## src/rtl/mpr_pkg.sv

```systemverilog
package mpr_pkg;
   typedef enum logic [2:0] {
      ST_IDLE,
      ST_START,
      ST_DATA,
      ST_EXTRA,
      ST_STOP
   } rx_state_e;

   function automatic logic parity_mismatch(input logic ones_odd, input logic pbit,
                                            input logic want_odd);
      return (ones_odd ^ pbit) != want_odd;
   endfunction
endpackage

```

## src/rtl/mpr_frame_rx.sv

```systemverilog
module mpr_frame_rx #(
   parameter int DATA_W = 8,
   parameter int OVS    = 16
) (
   input  logic              clk,
   input  logic              rst_n,
   input  logic              rx_en,
   input  logic              tick,
   input  logic              rxd,
   input  logic              extra_en,
   output logic              done,
   output logic [DATA_W-1:0] data,
   output logic              extra_bit,
   output logic              stop_bit
);
   import mpr_pkg::*;

   localparam int CW = $clog2(OVS);
   localparam int BW = $clog2(DATA_W + 1);
   localparam logic [CW-1:0] MID  = CW'(OVS / 2 - 1);
   localparam logic [CW-1:0] LAST = CW'(OVS - 1);
   localparam logic [BW-1:0] BLAST = BW'(DATA_W - 1);

   rx_state_e      state;
   logic [CW-1:0]  cnt;
   logic [BW-1:0]  nbits;
   logic [1:0]     sync_q;
   logic           rxs;

   assign rxs = sync_q[1];

   always_ff @(posedge clk or negedge rst_n) begin
      if (!rst_n) sync_q <= 2'b11;
      else        sync_q <= {sync_q[0], rxd};
   end

   always_ff @(posedge clk or negedge rst_n) begin
      if (!rst_n) begin
         state     <= ST_IDLE;
         cnt       <= '0;
         nbits     <= '0;
         data      <= '0;
         extra_bit <= 1'b0;
         stop_bit  <= 1'b1;
         done      <= 1'b0;
      end else begin
         done <= 1'b0;
         if (!rx_en) begin
            state <= ST_IDLE;
            cnt   <= '0;
            nbits <= '0;
         end else if (tick) begin
            case (state)
               ST_IDLE: begin
                  cnt <= '0;
                  if (!rxs) state <= ST_START;
               end
               ST_START: begin
                  if (cnt == MID) begin
                     cnt   <= '0;
                     nbits <= '0;
                     state <= rxs ? ST_IDLE : ST_DATA;
                  end else cnt <= cnt + 1'b1;
               end
               ST_DATA: begin
                  if (cnt == LAST) begin
                     cnt   <= '0;
                     data  <= {rxs, data[DATA_W-1:1]};
                     nbits <= nbits + 1'b1;
                     if (nbits == BLAST) state <= extra_en ? ST_EXTRA : ST_STOP;
                  end else cnt <= cnt + 1'b1;
               end
               ST_EXTRA: begin
                  if (cnt == LAST) begin
                     cnt       <= '0;
                     extra_bit <= rxs;
                     state     <= ST_STOP;
                  end else cnt <= cnt + 1'b1;
               end
               ST_STOP: begin
                  if (cnt == LAST) begin
                     cnt      <= '0;
                     stop_bit <= rxs;
                     done     <= 1'b1;
                     state    <= ST_IDLE;
                  end else cnt <= cnt + 1'b1;
               end
               default: state <= ST_IDLE;
            endcase
         end
      end
   end
endmodule

```

## src/rtl/mpr_status.sv

```systemverilog
module mpr_status #(
   parameter int DATA_W      = 8,
   parameter bit PAR_SUPPORT = 1'b1
) (
   input  logic              clk,
   input  logic              rst_n,
   input  logic              done,
   input  logic [DATA_W-1:0] data,
   input  logic              extra_bit,
   input  logic              stop_bit,
   input  logic              mp_fmt,
   input  logic              sync_mode,
   input  logic              par_en,
   input  logic              par_odd,
   input  logic              mp_arm,
   input  logic              clr_rdrf,
   input  logic              clr_orer,
   input  logic              clr_fer,
   input  logic              clr_per,
   output logic [DATA_W-1:0] rdr,
   output logic              rdrf,
   output logic              orer,
   output logic              fer,
   output logic              per,
   output logic              mpie,
   output logic              filt_active
);
   import mpr_pkg::*;

   logic par_bad, accept, load, overrun;

   generate
      if (PAR_SUPPORT) begin : g_par
         assign par_bad = par_en & ~mp_fmt & parity_mismatch(^data, extra_bit, par_odd);
      end else begin : g_nopar
         assign par_bad = 1'b0;
      end
   endgenerate

   assign filt_active = mpie & mp_fmt & ~sync_mode;
   assign accept      = done & ~(filt_active & ~extra_bit);
   assign load        = accept & ~rdrf;
   assign overrun     = accept & rdrf;

   always_ff @(posedge clk or negedge rst_n) begin
      if (!rst_n) begin
         rdr  <= '0;
         rdrf <= 1'b0;
         orer <= 1'b0;
         fer  <= 1'b0;
         per  <= 1'b0;
         mpie <= 1'b0;
      end else begin
         if (load) rdr <= data;

         if (load)          rdrf <= 1'b1;
         else if (clr_rdrf) rdrf <= 1'b0;

         if (overrun)       orer <= 1'b1;
         else if (clr_orer) orer <= 1'b0;

         if (load && !stop_bit) fer <= 1'b1;
         else if (clr_fer)      fer <= 1'b0;

         if (load && par_bad) per <= 1'b1;
         else if (clr_per)    per <= 1'b0;

         if (mp_arm)                      mpie <= 1'b1;
         else if (accept && filt_active)  mpie <= 1'b0;
      end
   end
endmodule

```

## src/rtl/mp_uart_rx.sv

```systemverilog
module mp_uart_rx #(
   parameter int DATA_W      = 8,
   parameter int OVS         = 16,
   parameter bit PAR_SUPPORT = 1'b1
) (
   input  logic              clk,
   input  logic              rst_n,
   input  logic              rxd,
   input  logic              sample_tick,
   input  logic              rx_en,
   input  logic              rx_irq_en,
   input  logic              mp_fmt,
   input  logic              sync_mode,
   input  logic              par_en,
   input  logic              par_odd,
   input  logic              mp_arm,
   input  logic              clr_rdrf,
   input  logic              clr_orer,
   input  logic              clr_fer,
   input  logic              clr_per,
   output logic [DATA_W-1:0] rx_data,
   output logic              rdrf,
   output logic              orer,
   output logic              fer,
   output logic              per,
   output logic              mp_wait,
   output logic              rxi,
   output logic              eri,
   output logic              rxd_is_gpio
);
   generate
      if (DATA_W < 5 || DATA_W > 16) begin : g_bad_width
         $error("DATA_W must lie in 5..16");
      end
      if (OVS < 4 || (OVS % 2) != 0) begin : g_bad_ovs
         $error("OVS must be even and at least 4");
      end
   endgenerate

   logic              f_done, f_extra, f_stop, extra_en, filt;
   logic [DATA_W-1:0] f_data;

   assign extra_en = mp_fmt | (par_en & PAR_SUPPORT);

   mpr_frame_rx #(.DATA_W(DATA_W), .OVS(OVS)) u_frame (
      .clk(clk), .rst_n(rst_n), .rx_en(rx_en), .tick(sample_tick), .rxd(rxd),
      .extra_en(extra_en), .done(f_done), .data(f_data),
      .extra_bit(f_extra), .stop_bit(f_stop)
   );

   mpr_status #(.DATA_W(DATA_W), .PAR_SUPPORT(PAR_SUPPORT)) u_status (
      .clk(clk), .rst_n(rst_n), .done(f_done), .data(f_data),
      .extra_bit(f_extra), .stop_bit(f_stop), .mp_fmt(mp_fmt),
      .sync_mode(sync_mode), .par_en(par_en), .par_odd(par_odd),
      .mp_arm(mp_arm), .clr_rdrf(clr_rdrf), .clr_orer(clr_orer),
      .clr_fer(clr_fer), .clr_per(clr_per), .rdr(rx_data), .rdrf(rdrf),
      .orer(orer), .fer(fer), .per(per), .mpie(mp_wait), .filt_active(filt)
   );

   assign rxi         = rx_irq_en & ~filt & rdrf;
   assign eri         = rx_irq_en & ~filt & (orer | fer | per);
   assign rxd_is_gpio = ~rx_en;
endmodule

```

## config.mk

```make
export PLATFORM = sky130hd
export DESIGN_NAME = mp_uart_rx
export DESIGN_NICKNAME = d
export VERILOG_FILES = /design/src/rtl/mpr_pkg.sv /design/src/rtl/mpr_frame_rx.sv /design/src/rtl/mpr_status.sv /design/src/rtl/mp_uart_rx.sv
export SDC_FILE = /design/constraint.sdc
export NUM_CORES = 1
export LEC_CHECK = 0
export CORE_MARGIN = 2
export CORE_UTILIZATION = 56
export CTS_CLUSTER_DIAMETER = 30
export DETAILED_ROUTE_END_ITERATION = 10
export PLACE_DENSITY_LB_ADDON = 0.3
export SYNTH_ARGS = -nofsm -noshare
export SYNTH_HDL_FRONTEND = slang
export SYNTH_SLANG_ARGS = --single-unit
```

## constraint.sdc

```tcl
create_clock -name clk -period 5.8 [get_ports clk]
set_clock_uncertainty 0.05 [all_clocks]
set_input_delay 0.87 -clock clk [delete_from_list [all_inputs] [get_ports clk]]
set_output_delay 0.87 -clock clk [all_outputs]
set_load 0.03 [all_outputs]
```

# Yosys cells after proc, flatten, opt, wreduce, memory -nomap -nowiden
# Index checks and enable logic that the tools add are counted.
# totals
word_cells	108
input_bits	15
latchBits	0
ram_bits	0
mem_count	0
output_inout_bits	16
register_bits	37
romBits	0
# op_classes
n_mux	35
bitwise_logic	22
n_mul	0
shifts	0
n_addsub	2
eq_ne	17
order_cmp	0
n_reduce_logical	18
div	0
# op_table
cell	n
two-way mux 4 bit	8
two-way mux 3 bit	9
AND reduction 4 bit	4
!= test 3 x 2 -> 1 bit (second input constant)	5
case mux 3 bit (5 select lines)	1
two-way mux 1 bit	14
case mux 4 bit (3 select lines)	1
AND 1 bit	11
nonzero test 2 bit	5
adder 4 x 1 -> 4 bit (second input constant)	2
== test 4 x 3 -> 1 bit (second input constant)	2
case mux 4 bit (2 select lines)	1
parity 8 bit	1
inverter 1 bit	7
AND reduction 7 bit	1
== test 3 x 2 -> 1 bit (second input constant)	2
== test 4 bit (second input constant)	1
!= test 4 x 2 -> 1 bit (second input constant)	1
== test 3 x 1 -> 1 bit (second input constant)	1
== test 3 bit (second input constant)	1
logical AND 1 bit	3
logical NOT 3 bit	1
!= test 3 x 1 -> 1 bit (second input constant)	1
!= test 3 bit (second input constant)	1
other kinds (8)	10

# Longest topological paths before layout
# logic_depth
depth_word	8
mapped_depth	7
ltp_nobuf	6

# Cells and area by module
# A second synthesis with hierarchy kept.
# hier_totals
hier_cells	165
area_unflattened_um2	1915.6
# by_module_without_submodules
mod	area_each_um2	n_inst	seq_area_each_um2	cells_each
mpr_frame_rx	1260.0	1	604.3	114
mpr_status	614.3	1	325.3	46
mp_uart_rx	41.3	1	0.0	5

# Least setup slack after synthesis
# OpenSTA, ideal clock, no wires.
# synth_path
path_type	input-to-output
start	in sync_mode
end	out rxi
path_buffers	0
t_required_ns	4.880
cell_stages	2
setup_slack_ns	3.551
arrival_time_ns	1.329
cell_sequence	nand3b_1 and3_1
# synth_between
elab_chain_len	5
# synth_lines
item	line	source
start: declaration	mp_uart_rx.sv:13	input logic sync_mode,
inverter 1 bit	mpr_status.sv:40	assign filt_active = mpie & mp_fmt & ~sync_mode;
AND 1 bit	mpr_status.sv:40	
inverter 1 bit	mp_uart_rx.sv:60	assign rxi = rx_irq_en & ~filt & rdrf;
AND 1 bit (2 in a row)	mp_uart_rx.sv:60	
end: declaration	mp_uart_rx.sv:27	output logic rxi,
# No other way between the ends.

# Final worst setup path
# layout_path
start	in sync_mode
end	out eri
# layout_between
elab_chain_len	5
# layout_lines
item	line	source
inverter 1 bit	mpr_status.sv:40	
AND 1 bit	mpr_status.sv:40	
inverter 1 bit	mp_uart_rx.sv:61	assign eri = rx_irq_en & ~filt & (orer | fer | per);
AND 1 bit (2 in a row)	mp_uart_rx.sv:61	
end: declaration	mp_uart_rx.sv:28	output logic eri,
# No other way between the ends.

==> metrics.cfg <==
[setup_path]
critical-path-top-cell-by-count=sky130_fd_sc_hd__clkdlybuf4s50_1
critical_path.max_stage_delay_ns=0.66
critical_path.startpoint_type=primary input
cp.required_ns=4.88
timing.critical_path.slowest_stage_cell=sky130_fd_sc_hd__clkdlybuf4s50_1
cp-end-kind=output port
timing.setup.critical_path_class=in -> out
worstPathBufferInverterCount=2
worstPathArrival_ns=2.32
timing.critical_path.cells=clkdlybuf4s50_1, nand3b_1, o311a_1, clkdlybuf4s50_1
critical-path-top-delay-family=buffers and inverters
largest_fanout_of_any_net_on_the_critical_path=3

[synthesis]
synth_compound_area_frac=0.111
asyncSetResetFlopFracSynth=1.00
synth_commonest_cells=sky130_fd_sc_hd__dfrtp_1 (34), sky130_fd_sc_hd__mux2_2 (19), sky130_fd_sc_hd__nor2_1 (14)
seq_area_frac_synth=0.517
post_synth_inst_count=159
yosysTopAreaCell=sky130_fd_sc_hd__dfrtp_1
yosys.cell_count.top_type=sky130_fd_sc_hd__dfrtp_1
netlist-cell-type-count=43
synthesis.area_sq_mm=0.00180
syn_avg_cell_area_sq_um=11.3
muxShareOfSynthArea=0.136
yosysTopAreaCellShare=0.473
yosys.area_share.simple=0.147
synthFlopType=sky130_fd_sc_hd__dfrtp_1
yosys_warnings=0
synth.area.top_cells=sky130_fd_sc_hd__dfrtp_1 (47%), sky130_fd_sc_hd__mux2_2 (12%), sky130_fd_sc_hd__xnor2_1 (4.9%)
synth_seq_cells=37
post_synthesis_adder_cell_area_fraction=0.0139
synthesis.nets=176
yosys.area_share.xor_xnor=0.0487
synth-edff-count=0
largest_family_of_logic_cells_by_synthesized_area=simple AND/OR/NAND/NOR gates

[routing]
detail_route.vias_per_cell=5.48
vias=1305
post-route-drc-count=0
ant_nets=0
wl_microns=3460
initialDrtViolationCount=39
routed_wire_length_per_instance_microns=14.5
dr.pass1.iters=5

[placement]
placed_cell_area_sq_mm=0.00214
port-buffer-count=30
gpl.final_weighted_congestion=0.820
dp_hpwl_microns=2500

[timing]
timing.max_slew.rel_slack=0.381
post-route-min-period_ns=3.24
holdWs_ns=0.306
rsz0062_at_grt=no
timing_max_transition_violations_final=0
tightest_slew_ns=0.925
finalSetupViolations=0
final.setup.tns_ns=0
report.final.hold_viol_count=0
fmaxAchievable_mhz=309
layout_worst_path_cycle_share=0.558

[pwr]
leakage_uw=0.000953
vdd.ir_drop.worst_mv=0.173
power.density_cell_area_mw_per_mm2=202

[grt]
global_route_wire_length_before_repair_microns=5470
grt_remaining_overflow=0
antenna_found_initial=0
track_usage=0.209
grt_pass1_vias=1219
grt_start_max_net_pins=38

[job]
max_cap_violations=0

[worst_hold_path]
hp-class=reg -> reg

[die]
core.rowCount=20
chipHeight_microns=60.7
die-area_sq_mm=0.00368
num_io_pins=31
design.core.area_sq_mm=0.00305
initial_core_util=0.589
die_x_microns=60.7

[layout]
nFillCells=254
areaGrowthSynthToFinish_pct=22.2
total_area_of_multi_input_combinational_cells_sq_um=820
utilization=0.720
final_layout_size_suffix_gt1_frac=0.175
antenna_diode_count=0
num-nets-final=210
total_area_of_sequential_cells_sq_um=930
final_area_sq_mm=0.00220

[cts]
clock_path_buffers=2
clock_tree_from_tritoncts=yes
clock_root_cell=sky130_fd_sc_hd__clkbuf_4
total_of_hold_buffers_inserted_after_clock_tree_synthesis=0
clock_latency_ns=0.34
cts-buffers-inserted=5
clk_pin_slew_ns=0.10
post_cts_resize_count=0
numClockSinks=37
htree_levels=2
cts_post_setup_buffers_inserted=0

[run_status]
run_status=complete, no violations

-- stage by stage --
step                setup slack, ns  total power [uW]  std cells
global placement               2.59               308        230
CTS                            2.56               450        238
detailed placement             2.57               310        230
global route                   2.50               466        238
finish                         2.56               445        238
floorplan                      3.55               290        159
-- cell families (layout without fill, tap and decap cells) --
| family | after synthesis | count (layout) |
|---|---|---|
| adders and majority gates | 2 | 2 |
| DFF | 37 | 37 |
| xor gates and xnor gates | 10 | 10 |
| buffers and inverters | 11 | 46 |
| and+or+nand+nor | 47 | 47 |
| AOI/OAI and AO/OA | 30 | 30 |
| muxes | 22 | 22 |
-- cell type report --
class                   count  share of cell area
clock buffers               8              0.0268
inverters                   7              0.0120
multi-input cells         111               0.373
flip-flops and latches     37               0.423
well taps                  44              0.0251
repair buffers             31               0.140
-- metal layers --
metal,vias up,part of all wire,global-route usage
met5,-,0,0
met4,0,0.015,0.0776
met3,6,0.058,0.0746
met2,40,0.48,0.338
met1,622,0.45,0.258
li1,637,-,-
-- registers in the layout (all words and copies together), names as in the netlist, 2 cells and up --
name	flops
u_frame.data	8
u_status.rdr	8
u_frame.state	3
u_frame.cnt	4
u_frame.nbits	4
u_frame.sync_q	2
-- placed cells by master (no fill, tap or decap), drive strengths merged, types with 2 or more instances in the layout --
cell type / netlist / routed
dfrtp: 34 / 34
clkdlybuf4s50: 0 / 30
mux2: 19 / 19
nor2: 15 / 15
xnor2: 10 / 10
o21ai: 8 / 8
clkbuf: 0 / 8
inv: 6 / 6
nand2: 6 / 6
a21oi: 6 / 6
nand3b: 4 / 4
or3b: 4 / 4
nand3: 3 / 3
mux2i: 3 / 3
dfstp: 3 / 3
and3: 2 / 2
a21o: 2 / 2
nand2b: 2 / 2
or3: 2 / 2
o211ai: 2 / 2
nor3b: 2 / 2
o22ai: 2 / 2
a31oi: 2 / 2
ha: 2 / 2
or2: 2 / 2
-- worst reg2reg max path, stage by stage (launching register included) --
cell,delay [ns]
sky130_fd_sc_hd__dfrtp_1,0.41
sky130_fd_sc_hd__ha_1,0.21
sky130_fd_sc_hd__and3_1,0.28
sky130_fd_sc_hd__nand3_1,0.16
sky130_fd_sc_hd__nor2_1,0.74
sky130_fd_sc_hd__mux2_2,0.42
-- where the power goes --
part | leakage, uW | switching [uW] | internal, uW | total, uW
sequential | 0.000500 | 4.11 | 261 | 265
clock | 0.0000326 | 79.7 | 59.8 | 139
combinational | 0.000420 | 20.5 | 19.9 | 40.5
total | 0.000953 | 104 | 340 | 445
-- worst paths after layout --
| kind | start | end | slack [ns] | depth (start not counted) |
|---|---|---|---|---|
| min in group asynchronous | rst_n | u_frame.cnt[0] | 0.90 | 2 |
| setup reg to reg | u_frame.cnt[0] | u_frame.data[6] | 3.42 | 5 |
| setup / recovery | sync_mode | eri | 2.56 | 4 |
| max in group asynchronous | rst_n | u_frame.sync_q[0] | 4.44 | 2 |
| hold / removal | u_frame.sync_q[0] | u_frame.sync_q[1] | 0.31 | 0 |
| hold reg to reg | u_frame.sync_q[0] | u_frame.sync_q[1] | 0.31 | 0 |
(Power assumes the default switching activity.)
